**config.mk**
```make
export PLATFORM = sky130hd
export DESIGN_NAME = rtc_match_counter
export DESIGN_NICKNAME = d
export VERILOG_FILES = /design/src/rtl/rtc_pkg.sv /design/src/rtl/rtc_ref_sync.sv /design/src/rtl/rtc_count_core.sv /design/src/rtl/rtc_match_irq.sv /design/src/rtl/rtc_match_counter.sv
export SDC_FILE = /design/constraint.sdc
export NUM_CORES = 1
export LEC_CHECK = 0
export ABC_AREA = 1
export ABC_CLOCK_PERIOD_IN_PS = 1450
export BUFFER_PORTS_ARGS = -buffer_cell sky130_fd_sc_hd__buf_2
export CAP_MARGIN = 20
export CELL_PAD_IN_SITES_DETAIL_PLACEMENT = 1
export CELL_PAD_IN_SITES_GLOBAL_PLACEMENT = 1
export CORE_UTILIZATION = 29
export CTS_CLUSTER_SIZE = 8
export DETAILED_ROUTE_END_ITERATION = 8
export GPL_TIMING_DRIVEN = 0
export PLACE_DENSITY_LB_ADDON = 0.25
export SYNTH_ARGS = -nofsm -noshare
export SYNTH_HDL_FRONTEND = slang
export SYNTH_SLANG_ARGS = --single-unit
```
**constraint.sdc**
```tcl
create_clock -name clk -period 1.45 [get_ports clk]
set_input_delay 0 -clock clk [delete_from_list [all_inputs] [get_ports clk]]
set_output_delay 0 -clock clk [all_outputs]
set_load 0.01 [all_outputs]
```
**src/rtl/rtc_pkg.sv**
```systemverilog
package rtc_pkg;
  localparam int ADDR_W = 3;
  localparam logic [ADDR_W-1:0] ADR_MODE  = 3'd0;
  localparam logic [ADDR_W-1:0] ADR_CTRL  = 3'd1;
  localparam logic [ADDR_W-1:0] ADR_CMP   = 3'd2;
  localparam logic [ADDR_W-1:0] ADR_LOAD  = 3'd3;
  localparam logic [ADDR_W-1:0] ADR_MASK  = 3'd4;
  localparam logic [ADDR_W-1:0] ADR_STAT  = 3'd5;
  localparam logic [ADDR_W-1:0] ADR_CLR   = 3'd6;
  localparam int MODE_W = 3;
  localparam logic [MODE_W-1:0] MODE_COUNT = 3'd1;
  localparam int CTRL_RUN_BIT   = 0;
  localparam int CTRL_STALL_BIT = 1;
endpackage

```
**src/rtl/rtc_ref_sync.sv**
```systemverilog
module rtc_ref_sync #(
  parameter int STAGES = 2
) (
  input  logic clk,
  input  logic rst,
  input  logic async_in,
  output logic rise_o
);
  logic [STAGES-1:0] chain_q;
  logic              last_q;

  generate
    genvar gi;
    for (gi = 0; gi < STAGES; gi++) begin : g_stage
      if (gi == 0) begin : g_first
        always_ff @(posedge clk) begin
          if (rst) chain_q[0] <= 1'b0;
          else     chain_q[0] <= async_in;
        end
      end else begin : g_next
        always_ff @(posedge clk) begin
          if (rst) chain_q[gi] <= 1'b0;
          else     chain_q[gi] <= chain_q[gi-1];
        end
      end
    end
  endgenerate

  always_ff @(posedge clk) begin
    if (rst) last_q <= 1'b0;
    else     last_q <= chain_q[STAGES-1];
  end

  assign rise_o = chain_q[STAGES-1] & ~last_q;
endmodule

```
**src/rtl/rtc_count_core.sv**
```systemverilog
module rtc_count_core #(
  parameter int W = 32
) (
  input  logic         clk,
  input  logic         rst,
  input  logic         tick_i,
  input  logic         run_i,
  input  logic         freeze_i,
  input  logic         load_i,
  input  logic [W-1:0] load_val_i,
  output logic [W-1:0] count_o,
  output logic         adv_o
);
  logic [W-1:0] count_q;
  logic         adv_q;
  logic         step;

  assign step = tick_i & run_i & ~freeze_i;

  always_ff @(posedge clk) begin
    if (rst) begin
      count_q <= '0;
      adv_q   <= 1'b0;
    end else if (load_i) begin
      count_q <= load_val_i;
      adv_q   <= 1'b0;
    end else if (step) begin
      count_q <= count_q + {{(W-1){1'b0}}, 1'b1};
      adv_q   <= 1'b1;
    end else begin
      adv_q   <= 1'b0;
    end
  end

  assign count_o = count_q;
  assign adv_o   = adv_q;
endmodule

```
**src/rtl/rtc_match_irq.sv**
```systemverilog
module rtc_match_irq #(
  parameter int W = 32
) (
  input  logic         clk,
  input  logic         rst,
  input  logic         adv_i,
  input  logic [W-1:0] count_i,
  input  logic [W-1:0] match_i,
  input  logic         clr_i,
  input  logic         mask_i,
  output logic         status_o,
  output logic         irq_o
);
  logic status_q;
  logic irq_q;
  logic hit;

  assign hit = adv_i && (count_i == match_i);

  always_ff @(posedge clk) begin
    if (rst) begin
      status_q <= 1'b0;
      irq_q    <= 1'b0;
    end else begin
      if (hit)        status_q <= 1'b1;
      else if (clr_i) status_q <= 1'b0;
      irq_q <= status_q & mask_i;
    end
  end

  assign status_o = status_q;
  assign irq_o    = irq_q;
endmodule

```
**src/rtl/rtc_match_counter.sv**
```systemverilog
module rtc_match_counter
  import rtc_pkg::*;
#(
  parameter int DATA_W      = 32,
  parameter int SYNC_STAGES = 2
) (
  input  logic                clk,
  input  logic                rst,
  input  logic                ref_clk_in,
  input  logic                dbg_halt,
  input  logic                reg_we,
  input  logic [ADDR_W-1:0]   reg_waddr,
  input  logic [DATA_W-1:0]   reg_wdata,
  input  logic [ADDR_W-1:0]   reg_raddr,
  output logic [DATA_W-1:0]   reg_rdata,
  output logic                irq_o
);
  logic [MODE_W-1:0] mode_q;
  logic              ctrl_run;
  logic              ctrl_stall;
  logic [DATA_W-1:0] cmp_q;
  logic              mask_q;
  logic              mode_wr, ctrl_wr, cmp_wr, load_wr, mask_wr, clr_wr;
  logic              tick;
  logic [DATA_W-1:0] cnt_val;
  logic              cnt_adv;
  logic              stat_raw;
  logic [DATA_W-1:0] rd_mux;

  assign mode_wr = reg_we && (reg_waddr == ADR_MODE);
  assign ctrl_wr = reg_we && (reg_waddr == ADR_CTRL);
  assign cmp_wr  = reg_we && (reg_waddr == ADR_CMP);
  assign load_wr = reg_we && (reg_waddr == ADR_LOAD);
  assign mask_wr = reg_we && (reg_waddr == ADR_MASK);
  assign clr_wr  = reg_we && (reg_waddr == ADR_CLR) && reg_wdata[0];

  always_ff @(posedge clk) begin
    if (rst) begin
      mode_q     <= '0;
      ctrl_run   <= 1'b0;
      ctrl_stall <= 1'b0;
      cmp_q      <= '0;
      mask_q     <= 1'b0;
    end else begin
      if (mode_wr && !ctrl_run) mode_q <= reg_wdata[MODE_W-1:0];
      if (cmp_wr && !ctrl_run)  cmp_q  <= reg_wdata;
      if (ctrl_wr) begin
        ctrl_run   <= reg_wdata[CTRL_RUN_BIT];
        ctrl_stall <= reg_wdata[CTRL_STALL_BIT];
      end
      if (mask_wr) mask_q <= reg_wdata[0];
    end
  end

  rtc_ref_sync #(.STAGES(SYNC_STAGES)) u_sync (
    .clk     (clk),
    .rst     (rst),
    .async_in(ref_clk_in),
    .rise_o  (tick)
  );

  rtc_count_core #(.W(DATA_W)) u_core (
    .clk       (clk),
    .rst       (rst),
    .tick_i    (tick),
    .run_i     (ctrl_run && (mode_q == MODE_COUNT)),
    .freeze_i  (ctrl_stall && dbg_halt),
    .load_i    (load_wr),
    .load_val_i(reg_wdata),
    .count_o   (cnt_val),
    .adv_o     (cnt_adv)
  );

  rtc_match_irq #(.W(DATA_W)) u_irq (
    .clk     (clk),
    .rst     (rst),
    .adv_i   (cnt_adv),
    .count_i (cnt_val),
    .match_i (cmp_q),
    .clr_i   (clr_wr),
    .mask_i  (mask_q),
    .status_o(stat_raw),
    .irq_o   (irq_o)
  );

  always_comb begin
    rd_mux = '0;
    case (reg_raddr)
      ADR_MODE: rd_mux[MODE_W-1:0] = mode_q;
      ADR_CTRL: begin
        rd_mux[CTRL_RUN_BIT]   = ctrl_run;
        rd_mux[CTRL_STALL_BIT] = ctrl_stall;
      end
      ADR_CMP:  rd_mux = cmp_q;
      ADR_LOAD: rd_mux = cnt_val;
      ADR_MASK: rd_mux[0] = mask_q;
      ADR_STAT: begin
        rd_mux[0] = stat_raw;
        rd_mux[1] = stat_raw & mask_q;
      end
      default:  rd_mux = '0;
    endcase
  end

  always_ff @(posedge clk) begin
    if (rst) reg_rdata <= '0;
    else     reg_rdata <= rd_mux;
  end
endmodule

```
==> flow_metrics.tcl <==
set metrics [dict create \
    status "complete, but fails checks" \
    violations "setup timing" \
    drtIter0Drc 345 \
    layout.nets 1061 \
    drt_wl_total_mm 23.7 \
    initial_core_util_pct 29.7 \
    fp.dieW_um 141 \
    r2r_end "u_core.count_o[12]$_SDFFE_PP0P_" \
    slew_headroom_pct 44.3 \
    finish.utilization_pct 41.3 \
    viasPerCell 4.84 \
    setup_ws_ns -0.0651 \
    crit_required_ns 1.68 \
    antenna_found_initial 0 \
    die_h_um 141 \
    grt_max_degree 16 \
    dieArea_sq_um 19900 \
    final_area_sq_um 7770 \
    rsz0062_at_grt "true" \
    finalSetupViolCount 11 \
    multi_input_area_sq_um 3180 \
    fill_cells 2387 \
    hold_depth 4 \
    num_rows 50 \
    register_area_sq_um 2230 \
    synth_cell_types 37 \
    fin_cells 1281 \
    slew_violations 0 \
    hold_path.startpoint "reg_waddr[2]" \
    synth-seq-area-share_pct 38.6 \
    synth_top_area_share_pct 38.6 \
    clock_path_buffers 2 \
    fin_crit_sh_pct 104 \
    worst_slew_pin_slew_ns 0.835 \
    post-place-ws_ns -0.438 \
    layout_common_cells "237 x nand2_1, 89 x inv_1, 81 x buf_2, 81 x dfxtp_1, 72 x a21oi_1" \
    crit_start "u_core.count_o[8]$_SDFFE_PP0P_" \
    hold_end "mask_q$_SDFFE_PP0P_" \
    finalHoldViolations 0 \
    insertion_delay_ns 0.37 \
    syn_nets 899 \
    grt_pass1_wl_mm 35.5 \
    synth.avg_cell_area_sq_um 6.54 \
    design_power_total_mw 6.34 \
    wl_per_cell_um 18.5 \
    netlist_instances 855 \
    synth_top_area_cell "dfxtp_1" \
    area_growth_pct 38.9 \
    clock_skew_ns 0.0103 \
    htreeDepth 3 \
    grtUsageTotal_pct 24.3 \
    grt_overflow_total 0 \
    final_common_cell "nand2_1" \
    cts_buffers 9 \
    gp_congestion 0.881 \
    end_kind "flop" \
    cts.sink_count 108 \
    critPathLaunchType "flop" \
    post-place-cells 1190 \
    critPathKind "flop to flop" \
    pin_count 76 \
    cp_max_fo 5 \
    synth_enable_flop_cells 0 \
    cap_viol_max_count 0 \
    via_count 6198 \
    cts-root-buf "clkbuf_16" \
    min_path_type "primary input to flop" \
    r2r_setup_slack_ns -0.07 \
    placed_cell_area_sq_um 6300 \
    port_buffers 75 \
    drt_pre_antenna_iters 5 \
    core_area_sq_um 18800 \
    vdd_drop_max_mv 0.618 \
    syn_area_sq_um 5600 \
    powerDensity_nw_per_um2 815 \
    dp_hpwl_mm 16.4 \
    n_antenna_cell 0 \
    first_global_vias 6143 \
    r2r_cells 10 \
    fmax_mhz 660 \
    leakage_nw 3.25 \
    yosysWarningCount 0 \
    reg2reg_from "u_core.count_o[8]$_SDFFE_PP0P_" \
    arrival_ns 1.74 \
    synth.area.top_cells "dfxtp_1 39%, nand2_1 18%, a21oi_1 6.6%" \
    clk_pin_slew_ns 0.08 \
    async_reset_ff_share_pct 0 \
    ys_seq_elements 108 \
    synthFlopType "dfxtp_1" \
    drc 0 \
    post-route-min-period_ns 1.52 \
    ant_nets 0 \
    layout-drive-gt1-share_pct 27.3 \
    cts_tree "done" \
]
per-layer routing:
layer	part of all wire [%]	global-route usage, %
met1	47	33.2
met2	47	39.4
met3	3.3	2.55
met4	2.9	9.15
met5	0	0
cells by family after synthesis:
family / synth area share (%)
flip-flops: 38.6
AND/OR/NAND/NOR: 32.2
XOR/XNOR: 2.66
adder cells (fa/ha/maj): 0.224
buffers and inverters: 10.6
AO/OA/AOI/OAI: 15.7
critical path, stage by stage, from the launching register on:
cell     delay [ns]
dfxtp_4        0.39
nand2_1        0.09
inv_2          0.10
nand3_1        0.13
inv_2          0.14
buf_4          0.13
nand2_2        0.06
o21ai_1        0.14
a21oi_1        0.06
nor2_1         0.09
nor2_1         0.05
cell usage after synthesis (7+ instances only):
cell type,n
nor3_1,12
xnor2_1,8
dfxtp_1,108
a21oi_1,74
inv_1,98
xor2_1,9
o21ai_1,23
o21ai_0,57
clkbuf_1,15
inv_2,7
nand2_1,262
nor2_1,80
buf_2,8
nand4_1,9
nand3_1,30
stage by stage:
stage	hold WS (ns)	setup TNS, ns
final	0.00943	-0.284
after global routing	0.0547	-1.96
after floorplan	0.107	0
after CTS	0.0165	-3.95
after global placement	0.207	-11.00
after detailed placement	0.217	-11.92
repair_timing:
item / in CTS / in global routing
hold endpoints to repair: 61 / 0
setup endpoints to repair: 63 / 63
resized for setup: 103 / 87
pin swaps: 24 / 33
setup buffers: 24 / 15
hold buffers: 37 / 0
gates cloned: 1 / 0
worst max path at each step:
stage / end / slack (ns) / depth (start not counted)
5_1_grt: u_core.count_o[12]$_SDFFE_PP0P_ / -0.15 / 10
4_1_cts: cmp_q[11]$_SDFFE_PP0P_ / -0.15 / 7
6_report: u_core.count_o[12]$_SDFFE_PP0P_ / -0.07 / 10
3_5_place_dp: u_core.count_o[28]$_SDFFE_PP0P_ / -0.44 / 8
3_3_place_gp: u_core.count_o[23]$_SDFFE_PP0P_ / -0.39 / 8
2_1_floorplan: u_core.count_o[18]$_SDFFE_PP0P_ / 0.008 / 10
report_power, final:
part	internal, mW	total, mW	switching [mW]
clock	1.35	2.53	1.18
sequential	3.02	3.08	0.0672
combinational	0.279	0.725	0.445
area by class of cell:
type / instances / share of cell area, %
buffer: 35 / 3.28
timing repair buffer: 151 / 13.8
tap: 260 / 4.19
inverter: 107 / 5.42
clock inverter: 1 / 0.0644
clock buffer: 14 / 3.65
multi-input combinational: 605 / 40.9
sequential: 108 / 28.6
flip-flops by register name, summed over array words and instances (netlist names):
| signal | flops |
|---|---|
| u_irq.status_o | 1 |
| u_sync.last_q | 1 |
| mode_q | 3 |
| u_core.count_o | 32 |
| u_irq.irq_o | 1 |
| ctrl_stall | 1 |
| cmp_q | 32 |
| u_core.adv_o | 1 |
| mask_q | 1 |
| u_sync.chain_q | 2 |
| ctrl_run | 1 |
| reg_rdata | 32 |
Note: power is estimated with default switching activity, not from simulation.
